### config.mk
export PLATFORM = sky130hd
export DESIGN_NAME = ecc_err_inject
export DESIGN_NICKNAME = d
export VERILOG_FILES = /design/src/rtl/ecc_inj_pkg.sv /design/src/rtl/ecc_inj_ctrl_reg.sv /design/src/rtl/ecc_inj_mask_gen.sv /design/src/rtl/ecc_err_inject.sv
export SDC_FILE = /design/constraint.sdc
export NUM_CORES = 1
export LEC_CHECK = 0
export ABC_AREA = 1
export BUFFER_PORTS_ARGS = -buffer_cell sky130_fd_sc_hd__buf_2
export CORE_UTILIZATION = 45
export CTS_CLUSTER_DIAMETER = 30
export DETAILED_ROUTE_END_ITERATION = 10
export GPL_TIMING_DRIVEN = 0
export HOLD_SLACK_MARGIN = 0.08
export PLACE_DENSITY = 0.75
export SYNTH_ARGS = -nofsm -noshare
export SYNTH_HDL_FRONTEND = slang
export SYNTH_HIERARCHICAL = 1
export SYNTH_SLANG_ARGS = --single-unit
### constraint.sdc
create_clock -name clk -period 4.45 [get_ports clk]
set_input_delay 1.335 -clock clk [delete_from_list [all_inputs] [get_ports clk]]
set_output_delay 1.335 -clock clk [all_outputs]
set_load 0.02 [all_outputs]
### src/rtl/ecc_inj_pkg.sv
package ecc_inj_pkg;
  localparam int REG_W = 16;
  localparam int POS_W = 7;
  localparam int NMODE = 4;
  // register bit indices (software-visible layout)
  localparam int IDX_CONT_SB = 13;
  localparam int IDX_ONE_SB  = 12;
  localparam int IDX_CONT_DB = 9;
  localparam int IDX_ONE_DB  = 8;
  // internal mode vector ordering: [3]=cont_sb [2]=one_sb [1]=cont_db [0]=one_db
  localparam logic [NMODE-1:0] CONT_MASK = 4'b1010;
  localparam logic [NMODE-1:0] SB_MASK   = 4'b1100;
  localparam logic [REG_W-1:0] UNIMPL_MASK = 16'hCC80;

  function automatic logic [REG_W-1:0] pack_reg(input logic [NMODE-1:0] m,
                                                input logic [POS_W-1:0] p);
    logic [REG_W-1:0] r;
    r = '0;
    r[IDX_CONT_SB] = m[3];
    r[IDX_ONE_SB]  = m[2];
    r[IDX_CONT_DB] = m[1];
    r[IDX_ONE_DB]  = m[0];
    r[POS_W-1:0]   = p;
    return r;
  endfunction
endpackage

### src/rtl/ecc_inj_ctrl_reg.sv
module ecc_inj_ctrl_reg
  import ecc_inj_pkg::*;
#(
  parameter int ADDR_W = 8,
  parameter logic [ADDR_W-1:0] REG_OFS = 8'h4A
) (
  input  logic              clk,
  input  logic              rst,
  input  logic              cfg_wr,
  input  logic [ADDR_W-1:0] cfg_addr,
  input  logic [NMODE-1:0]  wr_modes,
  input  logic [POS_W-1:0]  wr_pos,
  input  logic              inj_enable,
  input  logic [NMODE-1:0]  consume,
  output logic [NMODE-1:0]  modes,
  output logic [NMODE-1:0]  armed,
  output logic [POS_W-1:0]  pos,
  output logic [REG_W-1:0]  reg_val
);
  logic [NMODE-1:0] modes_d, armed_d;
  logic             wr_hit;

  assign wr_hit = cfg_wr && (cfg_addr == REG_OFS);

  always_comb begin
    modes_d = modes;
    armed_d = armed;
    for (int i = 0; i < NMODE; i++) begin
      if (CONT_MASK[i] && !inj_enable) armed_d[i] = 1'b0;
      if (!CONT_MASK[i] && consume[i]) begin
        modes_d[i] = 1'b0;
        armed_d[i] = 1'b0;
      end
      if (wr_hit) begin
        if (!wr_modes[i]) begin
          modes_d[i] = 1'b0;
          armed_d[i] = 1'b0;
        end else if (!modes[i] && inj_enable) begin
          modes_d[i] = 1'b1;
          armed_d[i] = 1'b1;
        end
      end
    end
  end

  always_ff @(posedge clk) begin
    if (rst) begin
      modes <= '0;
      armed <= '0;
      pos   <= '0;
    end else begin
      modes <= modes_d;
      armed <= armed_d;
      if (wr_hit) pos <= wr_pos;
    end
  end

  assign reg_val = pack_reg(modes, pos);
endmodule

### src/rtl/ecc_inj_mask_gen.sv
module ecc_inj_mask_gen
  import ecc_inj_pkg::*;
#(
  parameter int CW_W = 72
) (
  input  logic [POS_W-1:0] pos,
  input  logic             en_single,
  input  logic             en_double,
  output logic [CW_W-1:0]  mask
);
  for (genvar b = 0; b < CW_W; b++) begin : g_bit
    localparam int PREV = (b == 0) ? CW_W - 1 : b - 1;
    assign mask[b] = ((en_single || en_double) && (pos == POS_W'(b))) ||
                     (en_double && (pos == POS_W'(PREV)));
  end
endmodule

### src/rtl/ecc_err_inject.sv
module ecc_err_inject
  import ecc_inj_pkg::*;
#(
  parameter int DATA_W = 64,
  parameter int CHK_W  = 8,
  parameter int ADDR_W = 8,
  parameter logic [ADDR_W-1:0] REG_OFS = 8'h4A
) (
  input  logic                     clk,
  input  logic                     rst,
  input  logic                     cfg_wr,
  input  logic                     cfg_rd,
  input  logic [ADDR_W-1:0]        cfg_addr,
  input  logic [REG_W-1:0]         cfg_wdata,
  output logic [REG_W-1:0]         cfg_rdata,
  input  logic                     inj_enable,
  input  logic                     cw_wr,
  input  logic [DATA_W+CHK_W-1:0]  cw_in,
  output logic [DATA_W+CHK_W-1:0]  cw_out,
  output logic                     cw_out_vld
);
  localparam int CW_W = DATA_W + CHK_W;

  logic [NMODE-1:0] modes, armed, active, consume, wr_modes;
  logic [POS_W-1:0] pos;
  logic [REG_W-1:0] reg_val;
  logic [CW_W-1:0]  mask;
  logic             legal, en_single, en_double;
  logic             wdata_unused;

  assign wr_modes = {cfg_wdata[IDX_CONT_SB], cfg_wdata[IDX_ONE_SB],
                     cfg_wdata[IDX_CONT_DB], cfg_wdata[IDX_ONE_DB]};
  assign wdata_unused = ^(cfg_wdata & UNIMPL_MASK);

  ecc_inj_ctrl_reg #(.ADDR_W(ADDR_W), .REG_OFS(REG_OFS)) ctrl_i (
    .clk(clk), .rst(rst), .cfg_wr(cfg_wr), .cfg_addr(cfg_addr),
    .wr_modes(wr_modes), .wr_pos(cfg_wdata[POS_W-1:0]),
    .inj_enable(inj_enable), .consume(consume),
    .modes(modes), .armed(armed), .pos(pos), .reg_val(reg_val)
  );

  assign legal     = ($countones(modes) <= 1);
  assign active    = modes & armed & {NMODE{legal && inj_enable}};
  assign en_single = |(active & SB_MASK);
  assign en_double = |(active & ~SB_MASK);
  assign consume   = active & ~CONT_MASK & {NMODE{cw_wr}};

  ecc_inj_mask_gen #(.CW_W(CW_W)) mask_i (
    .pos(pos), .en_single(en_single), .en_double(en_double), .mask(mask)
  );

  always_ff @(posedge clk) begin
    if (rst) begin
      cw_out     <= '0;
      cw_out_vld <= 1'b0;
      cfg_rdata  <= '0;
    end else begin
      cw_out_vld <= cw_wr;
      if (cw_wr) cw_out <= cw_in ^ mask;
      cfg_rdata  <= (cfg_rd && cfg_addr == REG_OFS) ? reg_val : '0;
    end
  end
endmodule

==> impl_metrics.csv <==
group,metric,value,unit
run_status,status,"complete, no violations",
min_path,hold_class,"flop to flop",
sta,finalCritPeriodShare,62.8,%
clock_tree,clock_sinks,104,
run,maxCapViolCount,0,
clock_tree,cts_tree,"done",
sta,rsz0062_at_grt,"false",
critical_path,setup.worst_path.class,"input port to flop",
grt,grt_pass1_vias,5999,
clock_tree,htree_levels,3,
sta,fmax,358,MHz
routing,wirelength,18200,microns
critical_path,crit_buf_inv,4,
final_layout,final_layout_size_suffix_gt1_share,25.6,%
routing,drc,0,
sta,tightest_slew,0.682,ns
placed_design,io_buffers,184,
placed_design,place_hpwl,13800,microns
sta,drv_slew,0,
grt,grt_use_total,24.6,%
final_layout,antenna_cells,0,
grt,grt_overflow,0,
clock_tree,cts_resized,0,
critical_path,crit_chain,"buf_2, nand3_1, a21oi_1, buf_2, clkbuf_1, nand3_1, nand2_1, xnor2_1, nand2_1, nand2_1, inv_1",
floorplan,pin_count,191,
routing,wl_per_cell,12.8,microns
sta,hold_viol_final,0,
critical_path,crit_fanout,10,
critical_path,cp_slowest_stage_delay,0.46,ns
grt,grt_max_degree,20,
final_layout,final_util,57.2,%
floorplan,chipWidth,123,microns
sta,tns,0,ns
routing,first_pass_iters,6,
clock_tree,cts_hold_buf,0,
pwr,powerDensity,265,nW/um^2
sta,fin_hold_ws,0.519,ns
clock_tree,cts_max_path_buffers,2,
placed_design,gp_congestion,0.922,
critical_path,crit_slowest_cell,"clkbuf_1",
final_layout,syn_to_final_growth,22.0,%
yosys,yosys_warnings,6,
sta,finalCriticalPeriod,2.79,ns
final_layout,fin_nets,1340,
clock_tree,clockRootBuffer,"clkbuf_16",
clock_tree,insertion_delay,0.36,ns
floorplan,rows,43,
sta,fin_worst_skew,0.00637,ns
clock_tree,numCtsBuffers,9,
placed_design,place_inst,1406,
pwr,vdd_ir_drop_max,0.280,mV
placed_design,placed_area,7770,sq um
grt,grt_antenna_before_repair,0,
floorplan,initial_core_util,46.9,%
routing,drt_iter0_drc,511,
floorplan,die_area,15200,sq um
clock_tree,cts_setup_buffers,0,
critical_path,end_kind,"flop",
yosys,syn_inst,1038,
routing,vias_per_cell,4.80,
routing,vias,6821,
routing,ant_nets,0,
sta,fin_ws,1.66,ns
floorplan,die_h,123,microns
pwr,p_leak,4.49,nW
critical_path,start_kind,"input port",
sta,relSlewSlack,54.4,%
clock_tree,path_clk_slew,0.07,ns
critical_path,path_common_cell,"nand2_1",
floorplan,coreArea,14100,sq um
yosys,syn_area,6610,sq um
critical_path,crit_arrival,3.05,ns
sta,setup_viol,0,
pwr,fin_total_pwr,2.14,mW
yosys,syn_area_per_cell,6.37,sq um
grt,grt_first_pass_wirelength,29000,microns
placed_design,dp_worst_setup_slack,1.36,ns
critical_path,crit_family,"buffers and inverters",
critical_path,required,4.71,ns
final_layout,postLayoutCellArea,8060,sq um
final_layout,stdcell_count,1422,
flip-flops by register name, indices dropped and copies added, names as in the netlist:
register / flops
ctrl_i/armed: 4
cfg_rdata: 16
ctrl_i/pos: 7
cw_out_vld: 1
cw_out: 72
ctrl_i/modes: 4
per-layer routing:
metal  up-vias  routed length, microns  GRT usage (%)
met4         0                     280           7.15
li1       3500                       -              -
met3        29                    1630           4.61
met5         -                       0              0
met1      3010                    8100           33.2
met2       282                    8200           39.7
layout by cell type (no fill, tap or decap), types with 16 or more instances in the layout:
cell       n
nand4_1   16
nand3_1  145
buf_4     23
inv_1    129
buf_2    208
nor2_1   175
buf_6     17
nand2_1  264
nor2_2    37
dfxtp_1  104
xnor2_1   72
worst paths after layout:
kind                                         to  depth (start not counted)             from  slack (ns)
worst max-delay path                 cw_out[59]                         11       inj_enable        1.66
worst min-delay path            ctrl_i/armed[3]                          4  ctrl_i/armed[3]        0.52
worst max register to register       cw_out[59]                         14  ctrl_i/modes[0]        1.67
worst min register to register  ctrl_i/armed[3]                          4  ctrl_i/armed[3]        0.52
report_power, final:
| group | internal, mW | switching [mW] |
|---|---|---|
| clock | 0.391 | 0.389 |
| combinational | 0.146 | 0.213 |
| sequential | 0.976 | 0.0237 |
area by class of cell:
type                    count  area, sq um
well taps                 180          225
flip-flops and latches    104         2080
repair buffers            184          921
fillers                  1405         6040
plain buffers              72          514
clock inverters             7         65.1
inverters                 138          518
multi-input cells         728         3510
clock buffers               9          225
worst min-delay path, delay by kind of cell, from the launching register on:
kind / cells / cell delay, ns
flops: 1 / 0.32
simple gates: 2 / 0.07
buf+inv: 2 / 0.09
(Power assumes the default switching activity.)
